**src/rtl/i2c_switch_ctrl.sv**
```systemverilog
module i2c_switch_ctrl #(
  parameter logic [4:0] ADDR_HI = 5'b10011,
  parameter int FILT = 3,
  parameter int BBM_GAP = 4
) (
  input  logic       clk,
  input  logic       rst_n,
  input  logic [1:0] addr_pin,
  input  logic       scl_i,
  input  logic       sda_i,
  output logic       sda_oe,
  output logic [7:0] sw_en
);
  localparam int GW = $clog2(BBM_GAP + 1) + 1;

  typedef enum logic [2:0] {IDLE, ADDR, AACK, WR, WACK, RD, RACK} st_t;

  logic [1:0]      scl_s, sda_s;
  logic [FILT-1:0] scl_h, sda_h;
  logic            scl_f, sda_f, scl_p, sda_p;

  always_ff @(posedge clk or negedge rst_n)
    if (!rst_n) begin
      scl_s <= '1; sda_s <= '1;
      scl_h <= '1; sda_h <= '1;
      scl_f <= 1'b1; sda_f <= 1'b1;
      scl_p <= 1'b1; sda_p <= 1'b1;
    end else begin
      scl_s <= {scl_s[0], scl_i};
      sda_s <= {sda_s[0], sda_i};
      scl_h <= {scl_h[FILT-2:0], scl_s[1]};
      sda_h <= {sda_h[FILT-2:0], sda_s[1]};
      if (&scl_h) scl_f <= 1'b1; else if (~|scl_h) scl_f <= 1'b0;
      if (&sda_h) sda_f <= 1'b1; else if (~|sda_h) sda_f <= 1'b0;
      scl_p <= scl_f;
      sda_p <= sda_f;
    end

  wire start_c = scl_f & scl_p & sda_p & ~sda_f;
  wire stop_c  = scl_f & scl_p & ~sda_p & sda_f;
  wire rise    = scl_f & ~scl_p;
  wire fall    = ~scl_f & scl_p;

  st_t        st;
  logic [3:0] cnt;
  logic [7:0] sh, ctl_q;
  logic       rw;

  always_ff @(posedge clk or negedge rst_n)
    if (!rst_n) begin
      st <= IDLE; cnt <= '0; sh <= '0; rw <= 1'b0;
      sda_oe <= 1'b0; ctl_q <= '0;
    end else if (start_c) begin
      st <= ADDR; cnt <= '0; sda_oe <= 1'b0;
    end else if (stop_c) begin
      st <= IDLE; sda_oe <= 1'b0;
    end else begin
      case (st)
        ADDR, WR:
          if (rise) begin
            sh  <= {sh[6:0], sda_f};
            cnt <= cnt + 4'd1;
          end else if (fall && cnt == 4'd8) begin
            if (st == WR) begin
              st <= WACK; sda_oe <= 1'b1; ctl_q <= sh;
            end else if (sh[7:1] == {ADDR_HI, addr_pin}) begin
              st <= AACK; sda_oe <= 1'b1; rw <= sh[0];
            end else
              st <= IDLE;
          end
        AACK:
          if (fall) begin
            cnt <= '0;
            if (rw) begin
              st <= RD; sh <= ctl_q; sda_oe <= ~ctl_q[7];
            end else begin
              st <= WR; sda_oe <= 1'b0;
            end
          end
        WACK:
          if (fall) begin
            st <= WR; cnt <= '0; sda_oe <= 1'b0;
          end
        RD:
          if (fall) begin
            if (cnt == 4'd7) begin
              st <= RACK; sda_oe <= 1'b0;
            end else begin
              sh <= {sh[6:0], 1'b0}; sda_oe <= ~sh[6]; cnt <= cnt + 4'd1;
            end
          end
        RACK:
          if (rise && sda_f) st <= IDLE;
          else if (fall) begin
            st <= RD; cnt <= '0; sh <= ctl_q; sda_oe <= ~ctl_q[7];
          end
        default: st <= IDLE;
      endcase
    end

  logic [GW-1:0] gap;

  always_ff @(posedge clk or negedge rst_n)
    if (!rst_n) begin
      sw_en <= '0; gap <= '0;
    end else if (|(sw_en & ~ctl_q)) begin
      sw_en <= sw_en & ctl_q;
      gap   <= GW'(BBM_GAP);
    end else if (gap != '0)
      gap <= gap - GW'(1);
    else
      sw_en <= ctl_q;
endmodule

```
**config.mk**
```make
export PLATFORM = sky130hd
export DESIGN_NAME = i2c_switch_ctrl
export DESIGN_NICKNAME = d
export VERILOG_FILES = /design/src/rtl/i2c_switch_ctrl.sv
export SDC_FILE = /design/constraint.sdc
export NUM_CORES = 1
export LEC_CHECK = 0
export BUFFER_PORTS_ARGS = -buffer_cell sky130_fd_sc_hd__clkbuf_2
export CAP_MARGIN = 5
export CORE_ASPECT_RATIO = 1.1
export CORE_MARGIN = 3
export CORE_UTILIZATION = 60
export DETAILED_ROUTE_END_ITERATION = 16
export PLACE_DENSITY_LB_ADDON = 0.2
export SYNTH_ARGS = -nofsm -noshare
export SYNTH_HDL_FRONTEND = slang
export SYNTH_SLANG_ARGS = --single-unit
```
**constraint.sdc**
```tcl
create_clock -name clk -period 2.25 [get_ports clk]
set_input_delay 0.1125 -clock clk [delete_from_list [all_inputs] [get_ports clk]]
set_output_delay 0.1125 -clock clk [all_outputs]
set_load 0.05 [all_outputs]
```
* Word level (Yosys, flattened, before mapping)
Cells that the tools add are included.
** Storage, ports and cells
- Bits in registers :: 51
- Output and inout bits :: 9
** Operators by class
- $add $sub $neg :: 2
- Eq/ne operators :: 34
- Multiplexer cells :: 52
- Bitwise operators :: 20
- Reductions and logical operators :: 20
** Operators by type and width (number)
- $mux 8 :: 9
- $mux 3 :: 12
- $mux 4 :: 9
- $ne 4x4->1 const B :: 8
- $pmux 8 s4 :: 1
- $ne 2x2->1 const B :: 11
- $mux 1 :: 17
- $and 8x8->8 :: 2
- $pmux 4 s4 :: 1
- $pmux 3 s5 :: 1
- $reduce_and 7->1 :: 2
- $ne 3x3->1 const B :: 4
- $reduce_and 6->1 :: 2
- $ne 5x5->1 const B :: 2
- $not 1->1 :: 10
- $reduce_and 10->1 :: 1
- $eq 3x3->1 const B :: 3
- $reduce_and 9->1 :: 1
- $not 8->8 :: 1
- $reduce_bool 4->1 :: 2
- $reduce_or 8->1 :: 1
- $and 1x1->1 :: 7
- $eq 7x7->1 :: 1
- $reduce_bool 7->1 :: 1
- other kinds (14) :: 19

* Depth between registers and ports, before layout
Gate-level depths: netlist (run 1).
- Depth in word-level cells :: 8
- Gate-level depth with buffers :: 7

* Worst setup path after synthesis (run 1)
No wires, ideal clock.
- Kind :: register to register
- Start point :: register scl_f
- End point :: register st[0]
- Library setup time :: 0.128 ns
- Arrival :: 1.743 ns
- Required time :: 2.122 ns
- Slack :: 0.380 ns
- Stages on the path, launching flop included :: 7
- Buffers on the path :: 1
- Clock period less this slack :: 1.870 ns
- Path through :: dfstp_2 -> buf_6 -> and2b_2 -> a311o_1 -> o211a_2 -> a31oi_1 -> mux2_1
** Between the ends
- Longest elaborated chain between the ends :: 6
- Elaborated cells between the ends (all ways) :: 22
- Those cells by class :: 7 x eq/ne; 4 x mux; 8 x bitwise; 3 x reduce/logical
** Ends and longest elaborated chain
- start, declared :: RTL line 20 : logic scl_f, sda_f, scl_p, sda_p;
- start signal, assigned :: RTL line 26 : scl_f <= 1'b1; sda_f <= 1'b1;
- start signal, assigned :: RTL line 33 : if (&scl_h) scl_f <= 1'b1; else if (~|scl_h) scl_f <= 1'b0;
- $and 1x1->1 :: RTL line 41 : wire rise = scl_f & ~scl_p;
- $logic_and 1x1->1 :: RTL line 93 : if (rise && sda_f) st <= IDLE;
- $mux 3 :: RTL line 93
- $pmux 3 s5 :: RTL line 58 : case (st)
- $mux 3 :: RTL line 55 : end else if (stop_c) begin
- $mux 3 :: RTL line 53 : end else if (start_c) begin
- end signal, assigned :: RTL line 54 : st <= ADDR; cnt <= '0; sda_oe <= 1'b0;
- end signal, assigned :: RTL line 56 : st <= IDLE; sda_oe <= 1'b0;
- end signal, assigned :: RTL line 93
- end, declared :: RTL line 44 : st_t st;
Parallel ways exist; a longest one is shown, timed or not.
A chain may end at the register's enable or synchronous reset.

* Worst setup path in the final report (run 1)
- Start point :: register cnt[0]
- End point :: register sh[6]
** Between the ends
- Longest elaborated chain between the ends :: 3
** Ends and longest elaborated chain
- start, declared :: RTL line 45 : logic [3:0] cnt;
- start signal, assigned :: RTL line 62 : cnt <= cnt + 4'd1;
- start signal, assigned :: RTL line 89 : sh <= {sh[6:0], 1'b0}; sda_oe <= ~sh[6]; cnt <= cnt + 4'd1;
- $eq 4x3->1 :: RTL line 86 : if (cnt == 4'd7) begin
- $ne 2x2->1 (no source line)
- $reduce_and 10->1 (no source line)
- end signal, assigned :: RTL line 61 : sh <= {sh[6:0], sda_f};
- end signal, assigned :: RTL line 89
- end, declared :: RTL line 46 : logic [7:0] sh, ctl_q;
No other way between the ends.

==> impl_results.md, run 1 <==
* Critical path data arrival time at 2.18 ns
* CP startpoint kind: flip-flop
* Synth Cell Area at 2480 um2
* Static Leak at 1.31 nW
* Vias at 1,706
* Drt via density at 5.94
* Final net count at 245
* Top FF cell, synth: dfrtp_1
* Largest area contributor in the netlist: dfrtp_1
* # Max-Cap Violations at 0
* Global-route wire length before repair at 8.76 mm
* VDD IR-drop max at 0.515 mV
* Crit path kind: reg -> reg
* Worst-Margin Slew at 0.667 ns
* H-tree depth at 2
* CTS Hold Buffers Added at 3
* Clock buffer count from CTS at 5
* Initial core utilization at 65.4%
* Worst Path Required at 2.44 ns
* Sw Share at 26.1%
* Cell count after synthesis at 215
* Clock slew at reported path FFs at 0.09 ns
* Min Tclk post-route at 1.99 ns
* Routed WL per cell at 16.9 um
* DR iter-0 viols at 135
* Hold_ws at 0.360 ns
* Syn Area/Cell at 11.6 um2
* Root Driver: clkbuf_8
* Non-Filler Instances at 287
* Layout area overhead at 11.1%
* Pin count of the biggest net entering global routing at 52
* Initial antenna violation count at 0
* Total negative slack at 0 ns
* Share of layout cells above drive strength 1 at 27.0%
* Endpoints failing setup at 0
* Status: completed
* CTS tree: yes
* DRC Markers at 0
* R2R setup slack at 0.26 ns
* P_sw at 0.546 mW
* Post-synth cell types at 50
* F_max at 0.503 GHz
* Post-CTS Resized at 0
* Max-slew violations at 0
* GRT Residual Overflow at 0
* Area post-placement at 2610 um2
* Horiz. Die Dim at 67.3 um
* Pwr per Cell Area at 758 nW/um2
* Clock share of power at 30.8%
* EDFF count, synth at 0
* GPL Wtd Cong at 0.878
* RSZ-0062 raised after global routing: false
* Hpwl dp at 3.52 mm
* Hold Crit Class: reg -> reg
* Vias in the first global route at 1,808
* CP max FO at 8
* Seq/Total Area, Yosys at 52.1%
* Commonest cells post-synth: dfrtp_1 (37), inv_1 (17), dfstp_2 (14)
* Post-CTS setup buffers at 0
* # diodes at 0
* Final Hold Fails at 0
* Top-area cell type share of the netlist area at 37.3%
* Core Rows at 23
* Clock latency on the worst-skew pair at 0.31 ns
* Yosys warnings at 0
* Leading post-synthesis cells by cell area: dfrtp_1 (37%), dfstp_2 (15%), mux2_4 (4.8%)
* Die height at 73.5 um
* Layout Skew at 0.00755 ns
* Total Wirelength at 4.84 mm
* Placed cell count at 276
* Num Clock Sinks at 51
* CORE AREA at 3800 um2
* Clock buffer depth at 2
* Yosys reg bits at 51
* Most common cell in the netlist: dfrtp_1
* Syn Nets at 224
* Combinational Power Share at 16.0%
* Die area at 4950 um2
* Port-buffer cells at 14
* DRT antenna net count at 0
* Worst Setup End Kind: flip-flop
* GR Util All Layers at 23.5%
* Final Cell Area at 2760 um2
* IO Pins at 15
* Fin crit share at 88.4%
* Reg power frac at 53.2%
* Drt pass-1 iters at 4
* Relative slew margins at 55.2%
* Post-synth ARST share at 100%
* Internal power at 1.55 mW
==> worst max-delay path, stage by stage (launching register included) <==
cell,delay [ns]
dfrtp_1,0.43
ha_1,0.25
nand3b_1,0.17
a311o_1,0.19
nand2_1,0.08
a31oi_4,0.42
mux2_4,0.34
==> cell type report <==
cell class / count / area, um2
well taps: 50 / 62.6
fillers: 278 / 1040
repair buffers: 23 / 145
clock buffers: 5 / 68.8
inverters: 17 / 63.8
multi-input cells: 138 / 1080
flip-flops and latches: 51 / 1290
clock inverters: 3 / 47.5
==> metal layers <==
| layer | global-route usage (%) | share of wire, % |
|---|---|---|
| met5 | 0 | 0 |
| met4 | 8.56 | 2.3 |
| met3 | 4.89 | 4.2 |
| met2 | 41.0 | 52 |
| met1 | 28.5 | 42 |
==> final timing paths <==
check	start	to	depth (start not counted)
worst max-delay path	cnt[0]$_DFFE_PN0P_	sh[6]$_DFFE_PN0P_	6
worst min-delay path	sda_s[1]$_DFF_PN1_	sda_h[0]$_DFF_PN1_	0
worst max register to register	cnt[0]$_DFFE_PN0P_	sh[6]$_DFFE_PN0P_	6
worst min register to register	sda_s[1]$_DFF_PN1_	sda_h[0]$_DFF_PN1_	0
max in group asynchronous	rst_n	cnt[0]$_DFFE_PN0P_	3
min in group asynchronous	rst_n	cnt[3]$_DFFE_PN0P_	3
==> kinds of logic (layout without fill, tap and decap cells) <==
family                   Yosys count  in the layout  synth area share [%]
flip-flops                        51             51                  52.1
adder cells (fa/ha/maj)            3              3                  1.51
buffers and inverters             26             48                  4.48
AND/OR/NAND/NOR                   52             52                  11.3
multiplexers                      28             28                  13.8
AO/OA/AOI/OAI                     50             50                  15.1
XOR/XNOR                           5              5                  1.76
==> power by group through the flow <==
stage               clock (mW)  combinational, mW  sequential [mW]
floorplan                    0              0.271             1.09
global placement             0              0.316             1.12
global route             0.697              0.370             1.13
finish                   0.645              0.335             1.11
CTS                      0.660              0.340             1.11
detailed placement           0              0.330             1.13
==> cells in the final DEF (no fill, tap or decap), types with 5 or more instances in the layout <==
cell type / instances
dfrtp_1: 37
inv_1: 17
clkbuf_2: 14
dfstp_2: 14
mux2_1: 10
nor2_1: 9
nand2_1: 9
o22a_1: 9
mux2_4: 8
a21oi_1: 8
mux2_2: 7
nand3_1: 7
buf_4: 6
nor3_1: 5
nand2b_1: 5
o21ai_0: 5
clkbuf_8: 5
==> flip-flops by register name, indices dropped and copies added (netlist names), 2 cells and up <==
register,flops
gap,4
sw_en,8
scl_h,3
sh,8
sda_h,3
cnt,4
sda_s,2
st,3
ctl_q,8
scl_s,2
==> stage by stage <==
stage,util (%),setup WS [ns],power (mW)
final,72.7,0.260,2.09
after global routing,72.7,0.151,2.19
after CTS,72.7,0.258,2.11
after detailed placement,68.8,0.273,1.46
after global placement,68.8,0.316,1.44
after floorplan,-,0.380,1.36
Power figures use the tool's default switching activity.
==> inputs of run 2 (changes only) <==
==> constraint.sdc (replaced) <==
create_clock -name clk -period 2.25 [get_ports clk]
set_input_delay 0.3375 -clock clk [delete_from_list [all_inputs] [get_ports clk]]
set_output_delay 0.3375 -clock clk [all_outputs]
set_load 0.05 [all_outputs]
==> run 2 against run 1 <==
Total power is 3.2% lower. Clock skew is 0.0037 ns lower. Combinational power hardly changed. Non-clock buffer count is 3 lower. Flip-flop and latch count stayed put. Cell count is 1.0% lower. Clock-buffer cell count is 2 higher. Hold slack worse by 0.25 ns. Sequential share of layout area is 0.73 points higher. Critical path type unchanged. Highest routed layer unchanged.
==> impl_results.md, run 2 (synthesis gave the netlist of run 1 again) <==
* Layout area overhead at 9.42%
* R2R setup slack at 0.24 ns (-0.02 ns)
* Die height at 73.5 um (unchanged)
* Critical path data arrival time at 2.21 ns (+0.03 ns)
* Max-slew violations at 0 (unchanged)
* Hold Crit Class: in -> reg
* RSZ-0062 raised after global routing: false
* Layout Skew at 0.00383 ns (-0.00373 ns)
* GR Util All Layers at 23.0% (-0.53 points)
* Fin crit share at 89.5% (+1.1 points)
* CORE AREA at 3800 um2 (unchanged)
* Critical R2R Capture: sh[4]$_DFFE_PN0P_
* Relative slew margins at 58.9% (+3.7 points)
* Total power at 2.03 mW (-3.2%)
* Post-CTS setup buffers at 0 (unchanged)
* Worst-case reg-to-reg path depth at 6 (unchanged)
* DRT antenna net count at 0 (unchanged)
* Clock buffer depth at 2 (unchanged)
* Worst-Margin Slew at 0.612 ns (-0.0557 ns)
* WHS Endpoint: scl_s[0]$_DFF_PN1_
* Placed cell count at 276 (unchanged)
* Static Leak at 1.29 nW (-1.6%)
* Area post-placement at 2610 um2 (unchanged)
* Filler cell count at 278 (unchanged)
* Vias at 1,695 (-0.64%)
* Worst Setup End Kind: flip-flop
* Initial core utilization at 65.4% (unchanged)
* Endpoints failing setup at 0 (unchanged)
* Die area at 4950 um2 (unchanged)
* Hold path start: scl_i
* Commonest non-fill, non-tap cell in the layout: dfrtp_1
* Crit path cell chain: ha_1 -> nand3b_1 -> a311o_1 -> nand2_1 -> a31oi_4 -> mux2_4
* Drt pass-1 iters at 4 (unchanged)
* Slowest stage delay, CP at 0.44 ns (about the same)
* Post-CTS Resized at 0 (unchanged)
* Non-Filler Instances at 284 (-1.0%)
* Clock slew at reported path FFs at 0.09 ns (about the same)
* Total negative slack at 0 ns (unchanged)
* Worst Path Required at 2.45 ns (about the same)
* IO Pins at 15 (unchanged)
* Status: completed
* Horiz. Die Dim at 67.3 um (unchanged)
* Initial antenna violation count at 0 (unchanged)
* GPL Wtd Cong at 0.898 (+2.3%)
* Vias in the first global route at 1,841 (+1.8%)
* Share of layout cells above drive strength 1 at 27.4% (+0.35 points)
* Clock latency on the worst-skew pair at 0.31 ns (about the same)
* Global-route wire length before repair at 8.51 mm (-2.8%)
* Final net count at 242 (-1.2%)
* Total Wirelength at 4.82 mm (-0.37%)
* Largest regs: ctl_q (8), sh (8), sw_en (8)
* CTS Hold Buffers Added at 0 (-3)
* Final Hold Fails at 0 (unchanged)
* DRC Markers at 0 (unchanged)
* CTS tree: yes
* Min Tclk post-route at 2.01 ns (+0.0243 ns)
* Hold Path Stages at 1 (+1)
* CP max FO at 8 (unchanged)
* H-tree depth at 2 (unchanged)
* Hpwl dp at 3.34 mm (-5.2%)
* Root Driver: clkbuf_8
* CP startpoint kind: flip-flop
* Port-buffer cells at 14 (unchanged)
* Most frequent cells in the layout: dfrtp_1 (37), inv_1 (17), clkbuf_2 (14), dfstp_2 (14), mux2_1 (10)
* DR iter-0 viols at 128 (-5.2%)
* Pwr per Cell Area at 745 nW/um2 (-1.7%)
* Hold_ws at 0.105 ns (-0.255 ns)
* Pin count of the biggest net entering global routing at 52 (unchanged)
* F_max at 0.497 GHz (-1.2%)
* Crit path kind: reg -> reg
* # Max-Cap Violations at 0 (unchanged)
* Num Clock Sinks at 51 (unchanged)
* # diodes at 0 (unchanged)
* Final Cell Area at 2720 um2 (-1.5%)
* Slowest CP cell: dfrtp_1
* Clock buffer count from CTS at 5 (unchanged)
* Core Rows at 23 (unchanged)
* Worst r2r src: cnt[0]$_DFFE_PN0P_
* VDD IR-drop max at 0.685 mV (+33%)
* Routed WL per cell at 17.0 um (+0.68%)
* Drt via density at 5.97 (+0.40%)
* GRT Residual Overflow at 0 (unchanged)
==> run 2: how the worst max path moves through the flow <==
stage,startpoint,end,slack [ns]
2_1_floorplan,scl_f$_DFFE_PN1P_,st[0]$_DFFE_PN0P_,0.38
3_3_place_gp,cnt[0]$_DFFE_PN0P_,sh[2]$_DFFE_PN0P_,0.32
3_5_place_dp,cnt[0]$_DFFE_PN0P_,sh[4]$_DFFE_PN0P_,0.25
4_1_cts,cnt[0]$_DFFE_PN0P_,sh[4]$_DFFE_PN0P_,0.22
5_1_grt,cnt[0]$_DFFE_PN0P_,sh[3]$_DFFE_PN0P_,0.12
6_report,cnt[0]$_DFFE_PN0P_,sh[4]$_DFFE_PN0P_,0.24
==> run 2: layout make-up <==
type | count | area, um2 | area share [%]
multi-input cells | 138 | 1080 | 39.7
inverters | 17 | 63.8 | 2.35
repair buffers | 20 | 115 | 4.24
clock inverters | 1 | 7.51 | 0.276
well taps | 50 | 62.6 | 2.30
flip-flops and latches | 51 | 1290 | 47.6
clock buffers | 7 | 96.3 | 3.55
==> run 2: per-layer routing <==
layer,part of all wire [%],up-vias,wire [um],GRT usage (%)
li1,-,804,-,-
met1,41,821,1980,27.2
met4,3.6,0,173,11.7
met3,3.8,18,183,5.20
met5,0,-,0,0
met2,51,52,2480,38.9
==> run 2: critical path, delay by kind of cell, from the launching register on <==
family,cells,cell delay [ns]
AO/OA/AOI/OAI,2,0.62
adder cells (fa/ha/maj),1,0.25
flip-flops,1,0.44
multiplexers,1,0.34
AND/OR/NAND/NOR,2,0.26
==> run 2: through the flow <==
stage	worst slack, ns	util, %
4_1_cts	0.218	71.5
3_5_place_dp	0.247	68.8
3_3_place_gp	0.318	68.8
2_1_floorplan	0.380	-
5_1_grt	0.116	71.5
6_report	0.236	71.5
==> run 2: where the power goes <==
| group | internal [mW] | switching, mW |
|---|---|---|
| Clock | 0.280 | 0.299 |
| Sequential | 1.01 | 0.100 |
| Combinational | 0.194 | 0.140 |
| Total | 1.49 | 0.539 |
==> inputs of run 3 (changes only) <==
--- a/config.mk
+++ b/config.mk
@@ -5,6 +5,7 @@
 export SDC_FILE = /design/constraint.sdc
 export NUM_CORES = 1
 export LEC_CHECK = 0
+export ABC_AREA = 1
 export BUFFER_PORTS_ARGS = -buffer_cell sky130_fd_sc_hd__clkbuf_2
 export CAP_MARGIN = 5
 export CORE_ASPECT_RATIO = 1.1
==> run 3 against run 2 <==
Setup slack improved by 0.23 ns. Synthesized cell count rose by 55%. Die area rose by 8.5%. First-iteration DRC count rose by 91%. Sequential share of layout area fell by 2.6 points.
==> impl_results.md, run 3 <==
* Synth Cell Area at 2710 um2 (+9.3%)
* Largest regs: ctl_q (8), sh (8), sw_en (8)
* Buf+Inv Stages, Crit Path at 1 (+1)
* RSZ-0062 raised after global routing: false
* Port-buffer cells at 14 (unchanged)
* CTS tree: yes
* DR iter-0 viols at 245 (+91%)
* H-tree depth at 2 (unchanged)
* Hold_ws at 0.113 ns (+0.00774 ns)
* Post-CTS Resized at 0 (unchanged)
* Top-area cell type share of the netlist area at 34.1% (-3.2 points)
* Worst-Margin Slew at 0.678 ns (+0.0666 ns)
* Yosys warnings at 0 (unchanged)
* CP top delay family: simple AND/OR/NAND/NOR gates
* GPL Wtd Cong at 0.955 (+6.3%)
* Largest area contributor in the netlist: dfrtp_1
* Status: completed
* Seq/Total Area, Yosys at 47.7% (-4.4 points)
* Adder-cell share of the synthesized area at 1.38% (-0.13 points)
* Slowest stage delay, CP at 0.67 ns (+0.23 ns)
* GRT Residual Overflow at 0 (unchanged)
* Slowest CP cell: dfrtp_1
* Num Clock Sinks at 51 (unchanged)
* Pwr per Cell Area at 706 nW/um2 (-5.3%)
* # Max-Cap Violations at 0 (unchanged)
* Yosys reg bits at 51 (unchanged)
* Relative slew margins at 54.8% (-4.1 points)
* Share of layout cells above drive strength 1 at 19.1% (-8.2 points)
* Final Util at 66.6% (-4.9 points)
* Crit path cell chain: inv_4 -> nand3_1 -> or2_1 -> nand2_1 -> o21ai_2
* Simple-gate share of the synthesized area at 30.8% (+20 points)
* Vias at 2,114 (+25%)
* Crit path kind: reg -> reg
* Die height at 76.5 um (+4.2%)
* Synth Area in Compound Gates at 9.54% (-5.6 points)
* Post-CTS setup buffers at 0 (unchanged)
* Pin count of the biggest net entering global routing at 52 (unchanged)
* CORE AREA at 4320 um2 (+14%)
* VDD IR-drop max at 0.388 mV (-43%)
* Layout Skew at 0.00941 ns (+0.00558 ns)
* Post-synth ARST share at 100% (unchanged)
* Total Wirelength at 5.12 mm (+6.2%)
* Hpwl dp at 3.81 mm (+14%)
* Die area at 5370 um2 (+8.5%)
* Drt pass-1 iters at 4 (unchanged)
* Clock buffer count from CTS at 5 (unchanged)
* Root Driver: clkbuf_8
* Worst Path Required at 2.48 ns (+0.03 ns)
* IO Pins at 15 (unchanged)
* Post-synth cell types at 36 (-28%)
* Layout area overhead at 5.99%
* Commonest non-fill, non-tap cell in the layout: nand2_1
* CP startpoint kind: flip-flop
* Hold Crit Class: in -> async
* Final Cell Area at 2880 um2 (+5.8%)
* Synth Area in XOR/XNOR at 0.968% (-0.80 points)
* DRC Markers at 0 (unchanged)
* GR Util All Layers at 21.1% (-1.9 points)
* Max-slew violations at 0 (unchanged)
* Core Rows at 25 (+8.7%)
* Area post-placement at 2800 um2 (+6.9%)
* F_max at 0.562 GHz (+13%)
* Critical path data arrival time at 2.01 ns (-0.20 ns)
* Horiz. Die Dim at 70.1 um (+4.1%)
* DRT antenna net count at 0 (unchanged)
* EDFF count, synth at 0 (unchanged)
* Mux cell area share after synthesis at 0% (-14 points)
* Leading post-synthesis cells by cell area: dfrtp_1 (34%), nand2_1 (14%), dfstp_2 (14%)
* Most frequent cells in the layout: nand2_1 (104), inv_1 (45), dfrtp_1 (37)
* Drt via density at 5.23 (-12%)
* Global-route wire length before repair at 9.03 mm (+6.1%)
* Initial antenna violation count at 0 (unchanged)
* Largest family of logic cells by synthesized area: simple AND/OR/NAND/NOR gates
* Fin crit share at 79.1% (-10 points)
* Routed WL per cell at 12.7 um (-25%)
* Cell count after synthesis at 333 (+55%)
* Worst Setup End Kind: flip-flop
* Final net count at 358 (+48%)
* CP max FO at 16 (+8)
* Filler cell count at 367 (+32%)
* Syn Nets at 342 (+53%)
* Min Tclk post-route at 1.78 ns (-0.234 ns)
* Clock latency on the worst-skew pair at 0.30 ns (about the same)
* Endpoints failing setup at 0 (unchanged)
* Syn Area/Cell at 8.15 um2 (-29%)
* Static Leak at 1.54 nW (+20%)
* CTS Hold Buffers Added at 0 (unchanged)
* Most common cell in the netlist: nand2_1
* Vias in the first global route at 1,987 (+7.9%)
* Top FF cell, synth: dfrtp_1
* Non-Filler Instances at 404 (+42%)
* Final Hold Fails at 0 (unchanged)
* Clock buffer depth at 2 (unchanged)
* Clock slew at reported path FFs at 0.09 ns (about the same)
* Initial core utilization at 62.9% (-2.5 points)
* Commonest cells post-synth: nand2_1 (104), inv_1 (45), dfrtp_1 (37)
* Placed cell count at 396 (+43%)
* Total negative slack at 0 ns (unchanged)
* # diodes at 0 (unchanged)
run 3: changes by cell type after synthesis, sizes merged, moves of 5 or more:
cell / delta
nand3: +16
o22a: -9
nor2: +24
inv: +34
o21ai: +24
nand2: +99
nand4: +7
nand2b: -5
mux2: -25
run 3: cell type report:
class                           count  area [um2]  share of cell area (%)
Clock buffer                        7        76.3                    2.65
Tap cell                           54        67.6                    2.35
Sequential cell                    51        1290                    45.0
Inverter                           51         196                    6.83
Multi-Input combinational cell    225        1160                    40.3
Clock inverter                      1        5.00                   0.174
Timing Repair Buffer               15        77.6                    2.70
run 3: worst paths after layout:
path                       depth (start not counted)  slack [ns]                    to          startpoint
min                                                2        0.11     st[1]$_DFFE_PN0P_               rst_n
max                                                5        0.47  ctl_q[3]$_DFFE_PN0P_   st[2]$_DFFE_PN0P_
max reg2reg                                        5        0.47  ctl_q[3]$_DFFE_PN0P_   st[2]$_DFFE_PN0P_
min in group clk                                   1        0.12    sda_s[0]$_DFF_PN1_               sda_i
max in group asynchronous                          2        1.71    gap[3]$_DFFE_PN0P_               rst_n
min reg2reg                                        0        0.36    scl_s[1]$_DFF_PN1_  scl_s[0]$_DFF_PN1_
run 3: through the flow:
stage | setup WS, ns | power (mW)
3_3_place_gp | 0.551 | 1.54
6_report | 0.470 | 2.03
3_5_place_dp | 0.512 | 1.55
4_1_cts | 0.462 | 2.05
2_1_floorplan | 0.770 | 1.43
5_1_grt | 0.301 | 2.17
run 3: report_power, final:
group	switching [mW]	leakage, nW	internal, mW
registers	0.103	0.656	1.03
clock network	0.282	0.0422	0.219
logic	0.259	0.843	0.139
run 3: kinds of logic after synthesis:
| logic type | count (synthesis) |
|---|---|
| and+or+nand+nor | 178 |
| buffers and inverters | 57 |
| DFF | 51 |
| xor gates and xnor gates | 3 |
| AOI/OAI and AO/OA | 41 |
| adders and majority gates | 3 |
run 3: metal layers:
| layer | vias up | track usage, % | share of wire [%] |
|---|---|---|---|
| met2 | 64 | 34.6 | 48 |
| met4 | 0 | 9.00 | 2.6 |
| met3 | 14 | 3.30 | 4.5 |
| li1 | 1073 | - | - |
| met1 | 963 | 27.6 | 45 |
| met5 | - | 0 | 0 |
